===== src/rtl/cfg_pkg.sv =====
package cfg_pkg;
   localparam int DW = 8;

   localparam logic [7:0] IDX_R1 = 8'hC1;
   localparam logic [7:0] IDX_R2 = 8'hC2;
   localparam logic [7:0] IDX_R3 = 8'hC3;
   localparam logic [7:0] WIN_LO = 8'hC1;
   localparam logic [7:0] WIN_HI = 8'hCF;
   localparam logic [7:0] WIN_T0 = 8'hFE;
   localparam logic [7:0] WIN_T1 = 8'hFF;

   // reset value (also value of fixed bits), writable, protected, set-sticky
   localparam logic [7:0] R1_RST = 8'h00, R1_WM = 8'h06, R1_PM = 8'h06, R1_SM = 8'h00;
   localparam logic [7:0] R2_RST = 8'h40, R2_WM = 8'h9C, R2_PM = 8'h00, R2_SM = 8'h00;
   localparam logic [7:0] R3_RST = 8'h00, R3_WM = 8'hFB, R3_PM = 8'h02, R3_SM = 8'h01;

   typedef struct packed {
      logic r1;
      logic r2;
      logic r3;
      logic ext;
      logic vis;
   } sel_t;
endpackage


===== src/rtl/cfg_decode.sv =====
module cfg_decode
   import cfg_pkg::*;
#(
   parameter int          IDX_W   = 8,
   parameter logic [7:0]  EXT_IDX = 8'hE8
) (
   input  logic [IDX_W-1:0] idx,
   input  logic             map_en,
   output sel_t             sel
);
   localparam int PAD = IDX_W - 8;

   if (IDX_W < 8) begin : g_bad_w
      $error("cfg_decode: IDX_W must be at least 8");
   end

   logic hi_zero, in_win, ext_hit;
   logic [7:0] lo;

   generate
      if (PAD > 0) begin : g_pad
         assign hi_zero = (idx[IDX_W-1:8] == '0);
      end else begin : g_nopad
         assign hi_zero = 1'b1;
      end
   endgenerate

   assign lo = idx[7:0];
   assign in_win = hi_zero && (((lo >= WIN_LO) && (lo <= WIN_HI)) ||
                               (lo == WIN_T0) || (lo == WIN_T1));
   assign ext_hit = hi_zero && (lo == EXT_IDX);

   always_comb begin
      sel     = '0;
      sel.r1  = hi_zero && (lo == IDX_R1);
      sel.r2  = hi_zero && (lo == IDX_R2);
      sel.r3  = hi_zero && (lo == IDX_R3);
      sel.ext = ext_hit && (map_en || in_win);
      sel.vis = sel.r1 || sel.r2 || sel.r3 || sel.ext;
   end
endmodule


===== src/rtl/cfg_reg.sv =====
module cfg_reg #(
   parameter int           W   = 8,
   parameter logic [W-1:0] RST = '0,
   parameter logic [W-1:0] WM  = '1,
   parameter logic [W-1:0] PM  = '0,
   parameter logic [W-1:0] SM  = '0
) (
   input  logic         clk,
   input  logic         rst_n,
   input  logic         we,
   input  logic [W-1:0] wd,
   input  logic         prot_ok,
   input  logic         clr_ok,
   output logic [W-1:0] q
);
   if ((PM & ~WM) != '0 || (SM & ~WM) != '0 || (PM & SM) != '0) begin : g_bad_mask
      $error("cfg_reg: inconsistent bit masks");
   end

   for (genvar i = 0; i < W; i++) begin : g_bit
      if (!WM[i]) begin : g_fixed
         assign q[i] = RST[i];
      end else if (SM[i]) begin : g_sticky
         always_ff @(posedge clk or negedge rst_n) begin
            if (!rst_n)  q[i] <= RST[i];
            else if (we) q[i] <= clr_ok ? wd[i] : (q[i] | wd[i]);
         end
      end else if (PM[i]) begin : g_prot
         always_ff @(posedge clk or negedge rst_n) begin
            if (!rst_n)             q[i] <= RST[i];
            else if (we && prot_ok) q[i] <= wd[i];
         end
      end else begin : g_plain
         always_ff @(posedge clk or negedge rst_n) begin
            if (!rst_n)  q[i] <= RST[i];
            else if (we) q[i] <= wd[i];
         end
      end
   end
endmodule


===== src/rtl/cfg_regfile.sv =====
module cfg_regfile
   import cfg_pkg::*;
#(
   parameter int         IDX_W    = 8,
   parameter logic [7:0] EXT_IDX  = 8'hE8,
   parameter logic [7:0] EXT_RST  = 8'h85,
   parameter logic [7:0] MISS_VAL = 8'hFF
) (
   input  logic             clk,
   input  logic             rst_n,
   input  logic             smi_mode,
   input  logic             idx_we,
   input  logic [IDX_W-1:0] idx_wdata,
   input  logic             dat_we,
   input  logic [7:0]       dat_wdata,
   output logic [7:0]       dat_rdata,
   output logic             smm_insn_en,
   output logic             smi_pin_en,
   output logic             susp_pins_en,
   output logic             wt_region1,
   output logic             susp_on_halt,
   output logic             nw_lock,
   output logic [2:0]       ser_range,
   output logic             map_en,
   output logic             susp_in_smm,
   output logic             nmi_in_smm,
   output logic             smi_lock,
   output logic [7:0]       ext_cfg
);
   if (EXT_IDX == IDX_R1 || EXT_IDX == IDX_R2 || EXT_IDX == IDX_R3) begin : g_bad_ext
      $error("cfg_regfile: EXT_IDX collides with a basic register");
   end

   logic [IDX_W-1:0] idx_q;
   logic [7:0]       q1, q2, q3, q8;
   sel_t             sel;
   logic             prot_ok;

   always_ff @(posedge clk or negedge rst_n) begin
      if (!rst_n)      idx_q <= '0;
      else if (idx_we) idx_q <= idx_wdata;
   end

   cfg_decode #(.IDX_W(IDX_W), .EXT_IDX(EXT_IDX)) u_dec (
      .idx(idx_q), .map_en(q3[4]), .sel(sel)
   );

   assign prot_ok = !q3[0] || smi_mode;

   cfg_reg #(.W(DW), .RST(R1_RST), .WM(R1_WM), .PM(R1_PM), .SM(R1_SM)) u_r1 (
      .clk(clk), .rst_n(rst_n), .we(dat_we && sel.r1), .wd(dat_wdata),
      .prot_ok(prot_ok), .clr_ok(smi_mode), .q(q1)
   );
   cfg_reg #(.W(DW), .RST(R2_RST), .WM(R2_WM), .PM(R2_PM), .SM(R2_SM)) u_r2 (
      .clk(clk), .rst_n(rst_n), .we(dat_we && sel.r2), .wd(dat_wdata),
      .prot_ok(prot_ok), .clr_ok(smi_mode), .q(q2)
   );
   cfg_reg #(.W(DW), .RST(R3_RST), .WM(R3_WM), .PM(R3_PM), .SM(R3_SM)) u_r3 (
      .clk(clk), .rst_n(rst_n), .we(dat_we && sel.r3), .wd(dat_wdata),
      .prot_ok(prot_ok), .clr_ok(smi_mode), .q(q3)
   );
   cfg_reg #(.W(DW), .RST(EXT_RST), .WM(8'hFF), .PM(8'h00), .SM(8'h00)) u_ext (
      .clk(clk), .rst_n(rst_n), .we(dat_we && sel.ext), .wd(dat_wdata),
      .prot_ok(prot_ok), .clr_ok(smi_mode), .q(q8)
   );

   always_comb begin
      dat_rdata = MISS_VAL;
      if (sel.r1)       dat_rdata = q1;
      else if (sel.r2)  dat_rdata = q2;
      else if (sel.r3)  dat_rdata = q3;
      else if (sel.ext) dat_rdata = q8;
   end

   assign smm_insn_en  = q1[2];
   assign smi_pin_en   = q1[1];
   assign susp_pins_en = q2[7];
   assign wt_region1   = q2[4];
   assign susp_on_halt = q2[3];
   assign nw_lock      = q2[2];
   assign ser_range    = q3[7:5];
   assign map_en       = q3[4];
   assign susp_in_smm  = q3[3];
   assign nmi_in_smm   = q3[1];
   assign smi_lock     = q3[0];
   assign ext_cfg      = q8;

   // protected bits hold when locked outside SMI mode
   a_r6_prot_hold: assert property (@(posedge clk) disable iff (!rst_n)
      (dat_we && sel.r1 && smi_lock && !smi_mode) |=> $stable({smm_insn_en, smi_pin_en}));

   // in SMI mode the NMI bit of the third register follows the data written
   a_r7_smi_write: assert property (@(posedge clk) disable iff (!rst_n)
      (dat_we && sel.r3 && smi_mode) |=> (nmi_in_smm == $past(dat_wdata[1])));

   // lock only falls when SMI mode was present
   a_r8_lock_clear: assert property (@(posedge clk) disable iff (!rst_n)
      $fell(smi_lock) |-> $past(smi_mode));

   // hidden extended register ignores writes
   a_r5_ext_hidden: assert property (@(posedge clk) disable iff (!rst_n)
      (dat_we && idx_q == IDX_W'(EXT_IDX) && !map_en) |=> $stable(ext_cfg));

   // absent indices read the miss value
   a_r4_miss_read: assert property (@(posedge clk) disable iff (!rst_n)
      (idx_q[7:0] != IDX_R1 && idx_q[7:0] != IDX_R2 && idx_q[7:0] != IDX_R3 &&
       idx_q[7:0] != EXT_IDX) |-> (dat_rdata == MISS_VAL));
endmodule


===== config.mk =====
export PLATFORM = sky130hd
export DESIGN_NAME = cfg_regfile
export DESIGN_NICKNAME = d
export VERILOG_FILES = /design/src/rtl/cfg_pkg.sv /design/src/rtl/cfg_decode.sv /design/src/rtl/cfg_reg.sv /design/src/rtl/cfg_regfile.sv
export SDC_FILE = /design/constraint.sdc
export NUM_CORES = 1
export LEC_CHECK = 0
export BUFFER_PORTS_ARGS = -buffer_cell sky130_fd_sc_hd__buf_4
export CAP_MARGIN = 40
export CORE_ASPECT_RATIO = 1.75
export CORE_MARGIN = 2
export CORE_UTILIZATION = 54
export CTS_CLUSTER_SIZE = 24
export DETAILED_ROUTE_END_ITERATION = 10
export GPL_TIMING_DRIVEN = 0
export PLACE_DENSITY = 0.83
export RECOVER_POWER = 50
export SLEW_MARGIN = 20
export SYNTH_ARGS = -nofsm -noshare
export SYNTH_HDL_FRONTEND = slang
export SYNTH_HIERARCHICAL = 1
export SYNTH_SLANG_ARGS = --single-unit
export TNS_END_PERCENT = 30

===== constraint.sdc =====
create_clock -name clk -period 2.8 [get_ports clk]
set_clock_uncertainty 0.05 [all_clocks]
set_input_delay 0 -clock clk [delete_from_list [all_inputs] [get_ports clk]]
set_output_delay 0 -clock clk [all_outputs]
set_load 0.02 [all_outputs]

==> impl_metrics.json <==
{
  "status": "finished with violations",
  "violations": "capacitance limit, slew limit",
  "setup_tns_ps": 0,
  "drv_slew": 30,
  "dp_hpwl_mm": 2.70,
  "die_w_um": 44.6,
  "grt_antenna_before_repair": 0,
  "grt_setup_unrepaired": "false",
  "critPathKind": "reg -> reg",
  "worst_pin_slew_ps": 1560,
  "drcViolationCount": 0,
  "die_height_um": 75.1,
  "placedCellCount": 208,
  "ir_worst_vdd_uv": 489,
  "cap_violations": 1,
  "grt_pass1_vias": 1329,
  "hold_path.class": "in -> reg",
  "initial_core_util": 0.573,
  "slew-limit-headroom": -0.0376,
  "drive_gt1_frac": 0.502,
  "setup_viol": 0,
  "grt_max_degree": 30,
  "worstRegToRegCells": 8,
  "core_um2": 2720,
  "port-buffer-count": 48,
  "via_per_inst": 5.30,
  "clkTransAtPathRegs_ps": 70,
  "drt_iter0_markers": 20,
  "ctsResizeCount": 0,
  "powerDensity_nw_per_um2": 433,
  "synth_warnings": 6,
  "n_antenna_cell": 0,
  "dr_total_vias": 1240,
  "drt_first_pass_iters": 4,
  "numCtsBuffers": 5,
  "grt_usage": 0.261,
  "gr-total-overflow": 0,
  "endpoint_kind": "flip-flop",
  "worstPathRequired_ps": 2910,
  "path_max_fanout": 8,
  "cts_tree": "done",
  "cts.sinks": 29,
  "netlist_area_um2": 1560,
  "start_kind": "flip-flop",
  "drt-total-wl_mm": 3.88,
  "holdPathStages": 2,
  "syn_to_final_growth_pct": 42.1,
  "max_freq_ghz": 0.424,
  "clock_latency_ps": 280,
  "globalplace.congestion": 0.752,
  "p_leak_uw": 0.00107,
  "instances_no_fill": 234,
  "min_period_ps": 2360,
  "final_nets": 227,
  "n_fill_cell": 175,
  "final-hold-violation-count": 0,
  "dieArea_um2": 3350,
  "critical_path.max_stage_delay_ps": 560,
  "crit_chain": "nand4bb_4 -> nor3_2 -> and3_2 -> and2_1 -> buf_6 -> nand2_1 -> a22o_2 -> dlygate4sd3_1",
  "drt-wirelength-per-cell_um": 16.6,
  "synthCells": 126,
  "slowest_stage": "dlygate4sd3_1",
  "detail-route-antenna-nets": 0,
  "holdWs_ps": 72.7,
  "fin_crit_sh": 0.843,
  "num_io_pins": 50,
  "avgSynthCellArea_um2": 12.4,
  "htree_levels": 2,
  "root_buffer": "clkbuf_8",
  "cts_max_path_buffers": 2,
  "cp.arrival_ps": 2470,
  "grt_first_pass_wirelength_mm": 6.22,
  "rows": 25
}
timing repair:
item,CTS,global route
buffers inserted,0,0
hold endpoints to repair,58,0
hold buffers,18,0
power breakdown:
part	total, uW	internal, uW	switching (uW)
Clock	326	172	154
Combinational	160	91.2	68.9
Sequential	472	447	24.9
critical path, delay by kind of cell, from the launching register on:
kind	cells	cell delay, ps
and+or+nand+nor	5	880
buffers and inverters	2	710
DFF	1	390
AOI/OAI and AO/OA	1	210
cells in the final DEF, fill, tap and decap left out:
master / instances
nand4bb_4: 1
and3_2: 1
a22o_2: 1
o21ai_1: 5
mux2_2: 19
nor2b_1: 2
dfstp_2: 3
nor2_1: 3
a221oi_2: 1
nor3_2: 1
o21ai_0: 1
a21oi_1: 1
and2_2: 1
nand4_1: 1
nand2_4: 1
a22oi_1: 6
clkbuf_8: 5
nand2b_1: 2
buf_6: 3
buf_2: 2
inv_1: 2
and3b_2: 2
dfrtp_1: 26
buf_4: 52
nand2_1: 2
or2_1: 1
clkinv_2: 2
a221o_1: 1
and2_1: 3
mux2_4: 9
dlygate4sd3_1: 18
clkbuf_1: 10
conb_1: 11
o22ai_1: 8
area by class of cell:
| class | count | area (um^2) | area share |
|---|---|---|---|
| Buffer | 18 | 134 | 0.0604 |
| Clock buffer | 6 | 72.6 | 0.0327 |
| Clock inverter | 2 | 10.0 | 0.00452 |
| Inverter | 2 | 7.51 | 0.00339 |
| Multi-Input combinational cell | 84 | 714 | 0.322 |
| Sequential cell | 29 | 729 | 0.329 |
| Tap cell | 27 | 33.8 | 0.0152 |
| Timing Repair Buffer | 66 | 514 | 0.232 |
final timing paths:
check	from	slack (ps)	end
min in group asynchronous	rst_n	650	idx_q[2]
worst max register to register	idx_q[4]	440	u_r3/q[0]
worst min-delay path	idx_we	70	idx_q[1]
worst max-delay path	idx_q[4]	440	u_r3/q[0]
max in group asynchronous	rst_n	1140	idx_q[6]
worst min register to register	u_r3/q[5]	480	u_r3/q[5]
per-layer routing:
metal  vias up  share of wire  global-route usage
met5         -              0                   0
met4         0          0.027               0.128
met3        12          0.051              0.0552
met2        46           0.58               0.494
met1       595           0.34               0.255
li1        587              -                   -
stage by stage:
step / util / area [um^2] / power (uW) / setup WS (ps)
after global placement: 0.727 / 1980 / 615 / 748
final: 0.814 / 2220 / 958 / 440
after global routing: 0.814 / 2220 / 997 / 320
after floorplan: - / 1590 / 550 / 983
after detailed placement: 0.727 / 1980 / 623 / 645
after CTS: 0.824 / 2240 / 964 / 463
flip-flops by register name (all words and copies together), names as in the netlist:
signal / flops
u_r2/q: 4
idx_q: 8
u_ext/q: 8
u_r1/q: 2
u_r3/q: 7
(Power assumes the default switching activity.)
